===== config.mk =====
export PLATFORM = sky130hd
export DESIGN_NAME = burst_frame_seq
export DESIGN_NICKNAME = d
export VERILOG_FILES = /design/src/rtl/bfs_pkg.sv /design/src/rtl/bfs_cfg_latch.sv /design/src/rtl/bfs_ctrl.sv /design/src/rtl/bfs_tok_reg.sv /design/src/rtl/burst_frame_seq.sv
export SDC_FILE = /design/constraint.sdc
export NUM_CORES = 1
export LEC_CHECK = 0
export BUFFER_PORTS_ARGS = -buffer_cell sky130_fd_sc_hd__buf_4
export CAP_MARGIN = 40
export CORE_AREA = 10 10 63 75
export DETAILED_ROUTE_END_ITERATION = 6
export DIE_AREA = 0 0 73 85
export HOLD_SLACK_MARGIN = 0.08
export PLACE_DENSITY = 0.8
export SETUP_SLACK_MARGIN = 0.15
export SYNTH_ARGS = -nofsm -noshare
export SYNTH_HDL_FRONTEND = slang
export SYNTH_SLANG_ARGS = --single-unit

===== constraint.sdc =====
create_clock -name clk -period 4.1 [get_ports clk]
set_input_delay 0 -clock clk [delete_from_list [all_inputs] [get_ports clk]]
set_output_delay 0 -clock clk [all_outputs]
set_load 0.005 [all_outputs]

===== src/rtl/bfs_pkg.sv =====
package bfs_pkg;
  typedef enum logic [2:0] {
    TK_NEG  = 3'd0,
    TK_POS  = 3'd1,
    TK_SYNC = 3'd2,
    TK_MK0  = 3'd3,
    TK_DATA = 3'd4,
    TK_MARK = 3'd5,
    TK_FLR  = 3'd6,
    TK_TAIL = 3'd7
  } tok_kind_e;

  typedef enum logic [2:0] {
    ST_SAVE,
    ST_PREP,
    ST_SYNC,
    ST_MK0,
    ST_PAY,
    ST_TAIL
  } seq_state_e;
endpackage


===== src/rtl/bfs_cfg_latch.sv =====
module bfs_cfg_latch #(
  parameter int SYNC_CNT_W = 4,
  parameter int SYNC_BASE  = 24,
  parameter int SYNC_LEN_W = 6
) (
  input  logic                  clk,
  input  logic                  rst_n,
  input  logic                  load,
  input  logic                  sync_ext,
  input  logic [SYNC_CNT_W-1:0] sync_cnt,
  output logic [SYNC_LEN_W-1:0] sync_len
);
  // sync length is resolved once, when the burst is accepted
  logic [SYNC_LEN_W-1:0] len_next;

  always_comb begin
    if (sync_ext) len_next = SYNC_LEN_W'(SYNC_BASE) + SYNC_LEN_W'(sync_cnt);
    else          len_next = SYNC_LEN_W'(sync_cnt);
  end

  always_ff @(posedge clk) begin
    if (!rst_n)    sync_len <= '0;
    else if (load) sync_len <= len_next;
  end
endmodule


===== src/rtl/bfs_ctrl.sv =====
module bfs_ctrl
  import bfs_pkg::*;
#(
  parameter int PREP_W     = 4,
  parameter int SYNC_LEN_W = 6,
  parameter int TAIL_SYMS  = 2,
  parameter int CNT_W      = 6
) (
  input  logic                  clk,
  input  logic                  rst_n,
  input  logic                  burst_req,
  input  logic [PREP_W-1:0]     prep_len,
  input  logic [SYNC_LEN_W-1:0] sync_len,
  input  logic                  in_valid,
  input  logic                  in_last,
  output seq_state_e            state,
  output logic                  start
);
  logic [CNT_W-1:0] cnt;

  assign start = (state == ST_SAVE) && burst_req;

  always_ff @(posedge clk) begin
    if (!rst_n) begin
      state <= ST_SAVE;
      cnt   <= '0;
    end else begin
      unique case (state)
        ST_SAVE: if (burst_req) begin
          state <= ST_PREP;
          cnt   <= CNT_W'(prep_len);
        end
        ST_PREP: begin
          if (cnt != '0) cnt <= cnt - 1'b1;
          else if (sync_len == '0) state <= ST_MK0;
          else begin
            state <= ST_SYNC;
            cnt   <= CNT_W'(sync_len) - CNT_W'(1);
          end
        end
        ST_SYNC: begin
          if (cnt != '0) cnt <= cnt - 1'b1;
          else           state <= ST_MK0;
        end
        ST_MK0: state <= ST_PAY;
        ST_PAY: if (in_valid && in_last) begin
          state <= ST_TAIL;
          cnt   <= CNT_W'(TAIL_SYMS - 1);
        end
        ST_TAIL: begin
          if (cnt != '0) cnt <= cnt - 1'b1;
          else           state <= ST_SAVE;
        end
        default: state <= ST_SAVE;
      endcase
    end
  end
endmodule


===== src/rtl/bfs_tok_reg.sv =====
module bfs_tok_reg
  import bfs_pkg::*;
#(
  parameter int         DATA_W    = 8,
  parameter logic [7:0] SYNC_BYTE = 8'hB5
) (
  input  logic              clk,
  input  logic              rst_n,
  input  seq_state_e        state,
  input  logic              in_valid,
  input  logic              in_mark,
  input  logic [DATA_W-1:0] in_data,
  output logic              tok_valid,
  output tok_kind_e         tok_kind,
  output logic [DATA_W-1:0] tok_byte
);
  tok_kind_e         kind_d;
  logic [DATA_W-1:0] byte_d;

  always_comb begin
    kind_d = TK_NEG;
    byte_d = '0;
    unique case (state)
      ST_SAVE: kind_d = TK_NEG;
      ST_PREP: kind_d = TK_POS;
      ST_SYNC: begin
        kind_d = TK_SYNC;
        byte_d = DATA_W'(SYNC_BYTE);
      end
      ST_MK0:  kind_d = TK_MK0;
      ST_PAY: begin
        if (in_valid) begin
          kind_d = in_mark ? TK_MARK : TK_DATA;
          byte_d = in_data;
        end else begin
          kind_d = TK_FLR;
        end
      end
      ST_TAIL: kind_d = TK_TAIL;
      default: kind_d = TK_NEG;
    endcase
  end

  always_ff @(posedge clk) begin
    if (!rst_n) begin
      tok_valid <= 1'b0;
      tok_kind  <= TK_NEG;
      tok_byte  <= '0;
    end else begin
      tok_valid <= 1'b1;
      tok_kind  <= kind_d;
      tok_byte  <= byte_d;
    end
  end
endmodule


===== src/rtl/burst_frame_seq.sv =====
module burst_frame_seq
  import bfs_pkg::*;
#(
  parameter int         DATA_W     = 8,
  parameter int         PREP_W     = 4,
  parameter int         SYNC_CNT_W = 4,
  parameter int         SYNC_BASE  = 24,
  parameter int         TAIL_SYMS  = 2,
  parameter logic [7:0] SYNC_BYTE  = 8'hB5
) (
  input  logic                  clk,
  input  logic                  rst_n,
  input  logic                  burst_req,
  input  logic [PREP_W-1:0]     prep_len,
  input  logic                  sync_ext,
  input  logic [SYNC_CNT_W-1:0] sync_cnt,
  input  logic                  in_valid,
  input  logic [DATA_W-1:0]     in_data,
  input  logic                  in_mark,
  input  logic                  in_last,
  output logic                  in_ready,
  output logic                  tok_valid,
  output logic [2:0]            tok_kind,
  output logic [DATA_W-1:0]     tok_byte
);
  localparam int SYNC_LEN_W = $clog2(SYNC_BASE + (1 << SYNC_CNT_W));
  localparam int TAIL_W     = $clog2(TAIL_SYMS + 1);
  localparam int CNT_A      = (PREP_W > SYNC_LEN_W) ? PREP_W : SYNC_LEN_W;
  localparam int CNT_W      = (CNT_A > TAIL_W) ? CNT_A : TAIL_W;

  seq_state_e            state;
  logic                  start;
  logic [SYNC_LEN_W-1:0] sync_len;
  tok_kind_e             kind_q;

  bfs_cfg_latch #(
    .SYNC_CNT_W(SYNC_CNT_W), .SYNC_BASE(SYNC_BASE), .SYNC_LEN_W(SYNC_LEN_W)
  ) cfg_i (
    .clk(clk), .rst_n(rst_n), .load(start),
    .sync_ext(sync_ext), .sync_cnt(sync_cnt), .sync_len(sync_len)
  );

  bfs_ctrl #(
    .PREP_W(PREP_W), .SYNC_LEN_W(SYNC_LEN_W), .TAIL_SYMS(TAIL_SYMS), .CNT_W(CNT_W)
  ) ctrl_i (
    .clk(clk), .rst_n(rst_n), .burst_req(burst_req), .prep_len(prep_len),
    .sync_len(sync_len), .in_valid(in_valid), .in_last(in_last),
    .state(state), .start(start)
  );

  bfs_tok_reg #(.DATA_W(DATA_W), .SYNC_BYTE(SYNC_BYTE)) tok_i (
    .clk(clk), .rst_n(rst_n), .state(state), .in_valid(in_valid),
    .in_mark(in_mark), .in_data(in_data),
    .tok_valid(tok_valid), .tok_kind(kind_q), .tok_byte(tok_byte)
  );

  assign in_ready = (state == ST_PAY);
  assign tok_kind = kind_q;
endmodule


==> results of run 1 <==
==> how the worst max path moves through the flow <==
| stage | start | end | slack, ns | depth (start not counted) |
|---|---|---|---|---|
| 2_1_floorplan | ctrl_i.cnt[0] | ctrl_i.cnt[2] | 2.16 | 8 |
| 3_3_place_gp | ctrl_i.cnt[0] | ctrl_i.cnt[2] | 1.89 | 7 |
| 3_5_place_dp | ctrl_i.cnt[0] | ctrl_i.state[0] | 1.86 | 7 |
| 4_1_cts | ctrl_i.cnt[0] | ctrl_i.state[0] | 1.83 | 7 |
| 5_1_grt | ctrl_i.state[0] | ctrl_i.cnt[3] | 1.60 | 4 |
| 6_report | ctrl_i.cnt[0] | ctrl_i.state[0] | 1.77 | 7 |
==> kinds of logic after synthesis <==
family | share of synthesized area (%)
simple gates | 27.8
fa+ha+maj | 3.93
buf+inv | 5.18
xor+xnor | 3.30
mux | 1.89
flops | 33.9
compound gates | 24.0
==> sequential cells by signal (all words and copies together) (netlist names) <==
| register | flops |
|---|---|
| ctrl_i.cnt | 6 |
| ctrl_i.state | 3 |
| cfg_i.sync_len | 6 |
| tok_i.tok_kind | 3 |
| tok_i.tok_valid | 1 |
| tok_i.tok_byte | 8 |
==> through the flow <==
step / util (%) / instances
2_1_floorplan: - / 194
3_3_place_gp: 56.4 / 255
3_5_place_dp: 56.4 / 255
4_1_cts: 62.1 / 273
5_1_grt: 62.1 / 273
6_report: 62.1 / 273
==> worst max-delay path: stages (launching register included) <==
cell	delay (ns)
dfxtp_1	0.34
inv_1	0.11
ha_1	0.25
or4b_1	0.64
o21ai_1	0.25
o31a_1	0.36
o21ai_1	0.11
and2_1	0.18
==> routing by layer <==
metal,up-vias,GRT usage [%]
met5,-,0
met3,6,3.38
met1,702,14.9
met2,68,22.9
li1,780,-
met4,0,6.06
==> report_power, final <==
group	internal, mW	total [mW]	switching, mW
registers	0.317	0.413	0.0960
clock network	0.0683	0.156	0.0877
logic	0.289	0.635	0.346
total	0.674	1.20	0.530
==> what timing repair did <==
| item | 4_1_cts | 5_1_grt |
|---|---|---|
| hold endpoints to repair | 13 | 0 |
| hold buffers | 14 | 0 |
| setup buffers | 0 | 0 |
| gates resized for setup | 0 | 0 |
==> cell usage in the layout, fill, tap and decap left out, drive strengths merged, types with 2 or more instances in the layout <==
cell type / instances
a211oi: 2
a21boi: 2
a21oi: 15
a22oi: 3
a31oi: 4
and2: 5
buf: 35
clkbuf: 3
dfxtp: 27
dlygate4sd3: 14
ha: 5
inv: 8
mux2i: 3
nand2: 16
nand2b: 6
nand3: 2
nand4: 4
nor2: 12
nor2b: 14
nor3: 4
nor3b: 4
nor4b: 3
o211ai: 3
o21a: 2
o21ai: 12
o31ai: 2
xnor2: 4
xor2: 2
==> layout make-up <==
cell class	count	area, um^2
clock inverters	1	5.00
well taps	37	46.3
flip-flops and latches	27	541
clock buffers	3	41.3
multi-input cells	148	970
repair buffers	49	403
inverters	8	30.0
fillers	281	1240
==> impl_metrics.ini, run 1 <==
[worst_hold_path]
min_to = ctrl_i.cnt[2]
hp-start = prep_len[2]
hp-class = input pin to register
hold_depth = 4

[die]
start_util_pct = 48.6
ios = 36
die_x_um = 73
die_h_um = 85
die_area_mm2 = 0.00621
row_count = 23
fp.coreArea_mm2 = 0.00328

[finish]
stdcell_area_mm2 = 0.00204
area_delta_synth_final_pct = 27.8
layout-drive-gt1-share_pct = 18.6
diodes = 0
fin_nets = 265

[clock_tree]
clock_sinks = 27
cts-root-buf = clkbuf_8
cts_tree = done
clkLatencyLatePin_ns = 0.28
clockBufferDepth = 2
clkTransAtPathRegs_ns = 0.10
cts_max_level = 1
cts-buffers-inserted = 3

[sta]
rsz0062_at_grt = no
finalClockSkew_ns = 0.00537
hold_viol = 0
fin_crit_sh_pct = 56.8
setup_viol = 0
slew_headroom_pct = 41.9
setup_ws_ns = 1.77
period_needed_ns = 2.33
fin_worst_hold_slack_ns = 0.0798
drv_slew = 0
tns_ns = 0
tightest_slew_ns = 0.870
clock.fmax_mhz = 429

[detailed_routing]
wl_per_cell_um = 15.2
wl_met1_um = 1680
met2_length_um = 2070
route.met3.wl_um = 337
antenna_left = 0
vias = 1556
dr.pass1.iters = 4
routed_wl_um = 4160
routed.top_layer = met4
drc_errors = 0
drtIter0Drc = 112
drt-vias-per-instance = 5.70

[logic_synthesis]
synth-seq-area-share_pct = 33.9
ys_warn_count = 0
synthCells = 194
synthesis.nets = 222
yosysTopAreaCellShare_pct = 33.9
synth.largest_area_cell = dfxtp_1
synthArstFlopShare_pct = 0
synthTopCellsByCount = dfxtp_1 (27), nand2_1 (16), a21oi_1 (15), nor2b_1 (14)
synth_edf_count = 0
synthTopCellsByArea = dfxtp_1 (34%), nor2b_1 (5.5%), a21oi_1 (4.7%)
synth.most_common_cell = dfxtp_1
avgSynthCellArea_um2 = 8.21
ys_seq_elements = 27
yosysUniqueCellTypes = 53
synth-main-ff-cell = dfxtp_1
synth_area_mm2 = 0.00159

[run]
cap_violations = 0

[power_and_ir_drop]
ir_drop_uv = 382
p_leak_nw = 0.838
power.density_mw_per_mm2 = 591
p_total_mw = 1.20

[critical_path]
reg2reg_slack_ns = 1.77
r2r_start = ctrl_i.cnt[0]
reg2reg_depth = 7
cp.arrival_ns = 2.51
worstPathMaxFanout = 8
cp.required_ns = 4.28
endpoint_kind = register
critPathLaunchType = register
critical_path_class = register to register
r2r-end = ctrl_i.state[0]

[global_route]
antenna_found_initial = 0
grt_pass1_vias = 1477
overflow = 0
grt_max_degree = 28
grt_pass1_wl_um = 6910
grt.total_usage_pct = 13.4

[placed_design]
placedInstanceArea_mm2 = 0.00185
dp_hpwl_um = 3000
place_ws_ns = 1.86
place.port_buffers = 35
gp_congestion = 0.945

[status]
outcome = completed
(Power assumes the default switching activity.)
==> inputs of run 2 (changes only) <==
Clock period 4.1 ns to 2.3 ns, I/O delays scaled along.
==> run 2 against run 1 <==
Critical path depth unchanged. Worst setup slack worse by 1.5 ns. Die area unchanged. Non-clock buffer count up 8. Combinational power up 110%. Clock power up 79%. Sequential share of layout area down 0.96 points. Final cell count up 2.9%. Global-route usage up 0.52 points. Critical path type unchanged. Critical endpoint is now ctrl_i.cnt[2]. Highest routed layer unchanged.
==> impl_metrics.ini, run 2 (same netlist as run 1, synthesis figures left out) <==
[worst_hold_path]
hold_depth = 4
min_to = ctrl_i.cnt[2]
hp-class = input pin to register
hp-start = prep_len[2]

[clock_tree]
clkTransAtPathRegs_ns = 0.09
clock_sinks = 27
clkLatencyLatePin_ns = 0.28
clockBufferDepth = 2
cts_tree = done
cts-root-buf = clkbuf_8
cts_max_level = 1
cts-buffers-inserted = 3

[critical_path]
r2r-end = ctrl_i.cnt[2]
reg2reg_slack_ns = 0.24
slowest_delay_ns = 0.55
timing.critical_path.from = ctrl_i.cnt[0]
cp.required_ns = 2.48
r2r_start = ctrl_i.cnt[0]
path_buf_inv = 1
cp.arrival_ns = 2.24
cp_slowest_cell = or4b_4
critPathLaunchType = register
crit_family = simple AND/OR/NAND/NOR gates
worst-path-stages = 7
worstPathMaxFanout = 7
crit_chain = inv_1 > ha_2 > or4b_4 > nor2_8 > o32a_1 > a22oi_1 > o2bb2ai_1
endpoint_kind = register
critical_path_class = register to register
reg2reg_depth = 7

[sta]
hold_viol = 0
slew_headroom_pct = 61.9
setup_viol = 0
tightest_slew_ns = 0.567
tns_ns = 0
period_needed_ns = 2.06
rsz0062_at_grt = yes
drv_slew = 0
finalClockSkew_ns = 0.00442
clock.fmax_mhz = 485
setup_ws_ns = 0.239
fin_crit_sh_pct = 89.6

[detailed_routing]
drt-vias-per-instance = 5.72
wl_per_cell_um = 15.5
dr.pass1.iters = 4
drc_errors = 0
vias = 1606
routed_wl_um = 4360
drtIter0Drc = 63
antenna_left = 0

[die]
die_x_um = 73
fp.coreArea_mm2 = 0.00328
die_h_um = 85
ios = 36
row_count = 23
die_area_mm2 = 0.00621
start_util_pct = 48.6

[global_route]
antenna_found_initial = 0
grt_max_degree = 28
grt.total_usage_pct = 13.9
grt_pass1_wl_um = 7170
grt_pass1_vias = 1546
overflow = 0

[finish]
area_delta_synth_final_pct = 32.6
layout_common_cells = buf_4 (43), dfxtp_1 (27), nand2_1 (16)
stdcell_area_mm2 = 0.00211
postLayoutCoreUtil_pct = 64.4
diodes = 0
regMostFlops = tok_i.tok_byte
fin_nets = 273
layout-drive-gt1-share_pct = 22.5
largest_register_ffs = 8
final_common_cell = buf_4
largestRegisters = tok_i.tok_byte x8, cfg_i.sync_len x6, ctrl_i.cnt x6

[power_and_ir_drop]
ir_drop_uv = 666
p_total_mw = 2.32
power.density_mw_per_mm2 = 1100
p_leak_nw = 0.876

[run]
cap_violations = 0

[placed_design]
place.port_buffers = 35
gp_congestion = 0.943
placedInstanceArea_mm2 = 0.00189
dp_hpwl_um = 3220
place_ws_ns = 0.0770

[status]
outcome = completed
[run 2: final cells by class]
class                      count  area (um^2)
multi-input combinational    148          987
fill                         307         1170
sequential                    27          541
timing repair buffer          57          463
clock buffer                   4         45.0
tap                           37         46.3
inverter                       8         30.0
[run 2: routing by layer]
layer / part of all wire [%] / global-route usage, % / up-vias
li1: - / - / 796
met1: 40 / 15.4 / 726
met2: 49 / 22.9 / 69
met3: 7.7 / 4.08 / 15
met4: 3.3 / 7.61 / 0
met5: 0 / 0 / -
[run 2: what timing repair did]
item	CTS	global route
pin swaps	0	1
setup buffers	2	0
hold buffers	14	0
endpoints found under the setup margin	7	7
resized for setup	1	3
hold endpoints to repair	13	0
[run 2: worst min-delay path: cells and delay by family]
| family | cells | cell delay (ns) |
|---|---|---|
| compound gates | 2 | 0.17 |
| buf+inv | 1 | 0.11 |
| simple gates | 1 | 0.05 |
[run 2: how the worst max path moves through the flow]
stage,end,slack [ns]
after floorplan,ctrl_i.cnt[2],0.36
after global placement,ctrl_i.cnt[2],0.14
after detailed placement,ctrl_i.cnt[2],0.08
after CTS,ctrl_i.cnt[3],0.22
after global routing,ctrl_i.cnt[3],0.13
final,ctrl_i.cnt[2],0.24
[run 2: stage by stage]
stage | hold WS (ns) | cells
after CTS | 0.0907 | 281
after global placement | 0.203 | 261
final | 0.0901 | 281
after global routing | 0.104 | 281
after floorplan | 0.0277 | 194
after detailed placement | 0.205 | 261
[run 2: power by group]
part	internal (mW)	switching (mW)	total, mW	leakage [nW]
sequential	0.565	0.118	0.683	0.220
combinational	0.628	0.725	1.35	0.633
clock	0.124	0.155	0.279	0.0228
==> inputs of run 3 (changes only) <==
Clock period 2.3 ns to 2.7 ns, I/O delays scaled along.
==> run 3 against run 2 <==
Combinational power decreased by 20%. Register-to-register slack improved by 0.19 ns. Sequential share of layout area is 0.38 points higher. Final area shrank 1.5%. Power is 18% lower. Via count grew 0.37%. Critical path depth unchanged. Fmax fell by 9.4%. Sequential power is 13% lower. Die area did not move. First-iteration DRC count is 63% higher.
==> impl_metrics.ini, run 3 (same netlist as run 1, synthesis figures left out) <==
[power_and_ir_drop]
power.internal_mw = 1.07
p_clk_share_pct = 12.3
p_leak_nw = 0.868
p_sw_share_pct = 43.7
seq_power_share_pct = 31.2
ir_drop_uv = 586
p_total_mw = 1.91
power_frac_comb_pct = 56.5
switchingPower_mw = 0.832
power.density_mw_per_mm2 = 916

[global_route]
grt_pass1_wl_um = 7350
overflow = 0
grt_max_degree = 28
grt_pass1_vias = 1508
grt.total_usage_pct = 14.1
antenna_found_initial = 0

[die]
die_area_mm2 = 0.00621
die_x_um = 73
die_h_um = 85
fp.coreArea_mm2 = 0.00328
row_count = 23
start_util_pct = 48.6
ios = 36

[detailed_routing]
drc_errors = 0
antenna_left = 0
routed_wl_um = 4340
dr.pass1.iters = 4
wl_per_cell_um = 15.6
drtIter0Drc = 103
drt-vias-per-instance = 5.78
vias = 1612

[clock_tree]
cts_tree = done
post_cts_resized = 0
cts_max_level = 1
cts-root-buf = clkbuf_8
clockBufferDepth = 2
cts-buffers-inserted = 3
clock_sinks = 27
clkLatencyLatePin_ns = 0.28
clkTransAtPathRegs_ns = 0.10
post-cts-setup-buffers = 0

[finish]
nFillCells = 301
regMostFlops = tok_i.tok_byte
diodes = 0
area_delta_synth_final_pct = 30.6
layout-drive-gt1-share_pct = 20.7
largest_register_ffs = 8
layout_common_cells = buf_4 (41), dfxtp_1 (27), nand2_1 (16)
final_common_cell = buf_4
fin_nets = 271
largestRegisters = tok_i.tok_byte x8, cfg_i.sync_len x6, ctrl_i.cnt x6

[sta]
fin_worst_hold_slack_ns = 0.0835
tns_ns = 0
period_needed_ns = 2.27
setup_viol = 0
finalClockSkew_ns = 0.00924
drv_slew = 0
hold_viol = 0
tightest_slew_ns = 0.715
fin_crit_sh_pct = 84.2
clock.fmax_mhz = 440
rsz0062_at_grt = no
slew_headroom_pct = 52.2

[critical_path]
endpoint_kind = register
worstPathMaxFanout = 8
cp.arrival_ns = 2.45
critical_path_class = register to register
cp.required_ns = 2.88
critPathLaunchType = register

[status]
outcome = completed

[worst_hold_path]
hp-class = input pin to register

[placed_design]
place.port_buffers = 35
dp_hpwl_um = 3080
gp_congestion = 0.949

[run]
cap_violations = 0
## run 3: worst paths after layout
| kind | startpoint | end | slack, ns | cells past startpoint |
|---|---|---|---|---|
| max | ctrl_i.cnt[0] | ctrl_i.cnt[2] | 0.43 | 7 |
| min | prep_len[2] | ctrl_i.cnt[2] | 0.08 | 4 |
| max reg2reg | ctrl_i.cnt[0] | ctrl_i.cnt[2] | 0.43 | 7 |
| min reg2reg | ctrl_i.cnt[1] | ctrl_i.cnt[1] | 0.51 | 2 |
## run 3: what timing repair did
item / CTS / global route
setup endpoints to repair: 0 / 0
hold buffers: 14 / 0
endpoints found under the hold margin: 13 / 0
## run 3: layer usage
| metal | part of all wire, % | track usage (%) | vias up |
|---|---|---|---|
| li1 | - | - | 794 |
| met1 | 41 | 16.4 | 741 |
| met2 | 48 | 23.5 | 67 |
| met3 | 8.2 | 3.73 | 10 |
| met4 | 2.0 | 5.36 | 0 |
| met5 | 0 | 0 | - |
## run 3: final cells by class
| class | count | area (um^2) | area share, % |
|---|---|---|---|
| multi-input combinational | 148 | 970 | 46.6 |
| sequential | 27 | 541 | 26.0 |
| timing repair buffer | 55 | 448 | 21.5 |
| tap | 37 | 46.3 | 2.22 |
| clock buffer | 3 | 41.3 | 1.98 |
| inverter | 8 | 30.0 | 1.44 |
| clock inverter | 1 | 5.00 | 0.241 |
## run 3: worst max-delay path, cell delays in order (launching register included)
cell and delay (ns):
dfxtp_1 0.34, inv_1 0.10, ha_1 0.24, or4b_1 0.64, o21ai_1 0.23, o31a_1 0.35
a22oi_1 0.14, o2bb2ai_1 0.13
## run 3: power groups by stage
stage / sequential [mW] / clock [mW] / combinational (mW)
global placement: 0.601 / 0 / 1.01
finish: 0.595 / 0.235 / 1.08
detailed placement: 0.603 / 0 / 1.02
floorplan: 0.541 / 0 / 0.817
CTS: 0.593 / 0.237 / 1.06
global route: 0.613 / 0.257 / 1.18
## run 3: metrics by stage
stage          std cells  util, %  cell area [um^2]  setup slack (ns)
2_1_floorplan        194        -              1590             0.757
6_report             279     63.4              2080             0.426
3_3_place_gp         261     57.7              1890             0.543
3_5_place_dp         261     57.7              1890             0.488
4_1_cts              279     63.4              2080             0.442
5_1_grt              279     63.4              2080             0.256
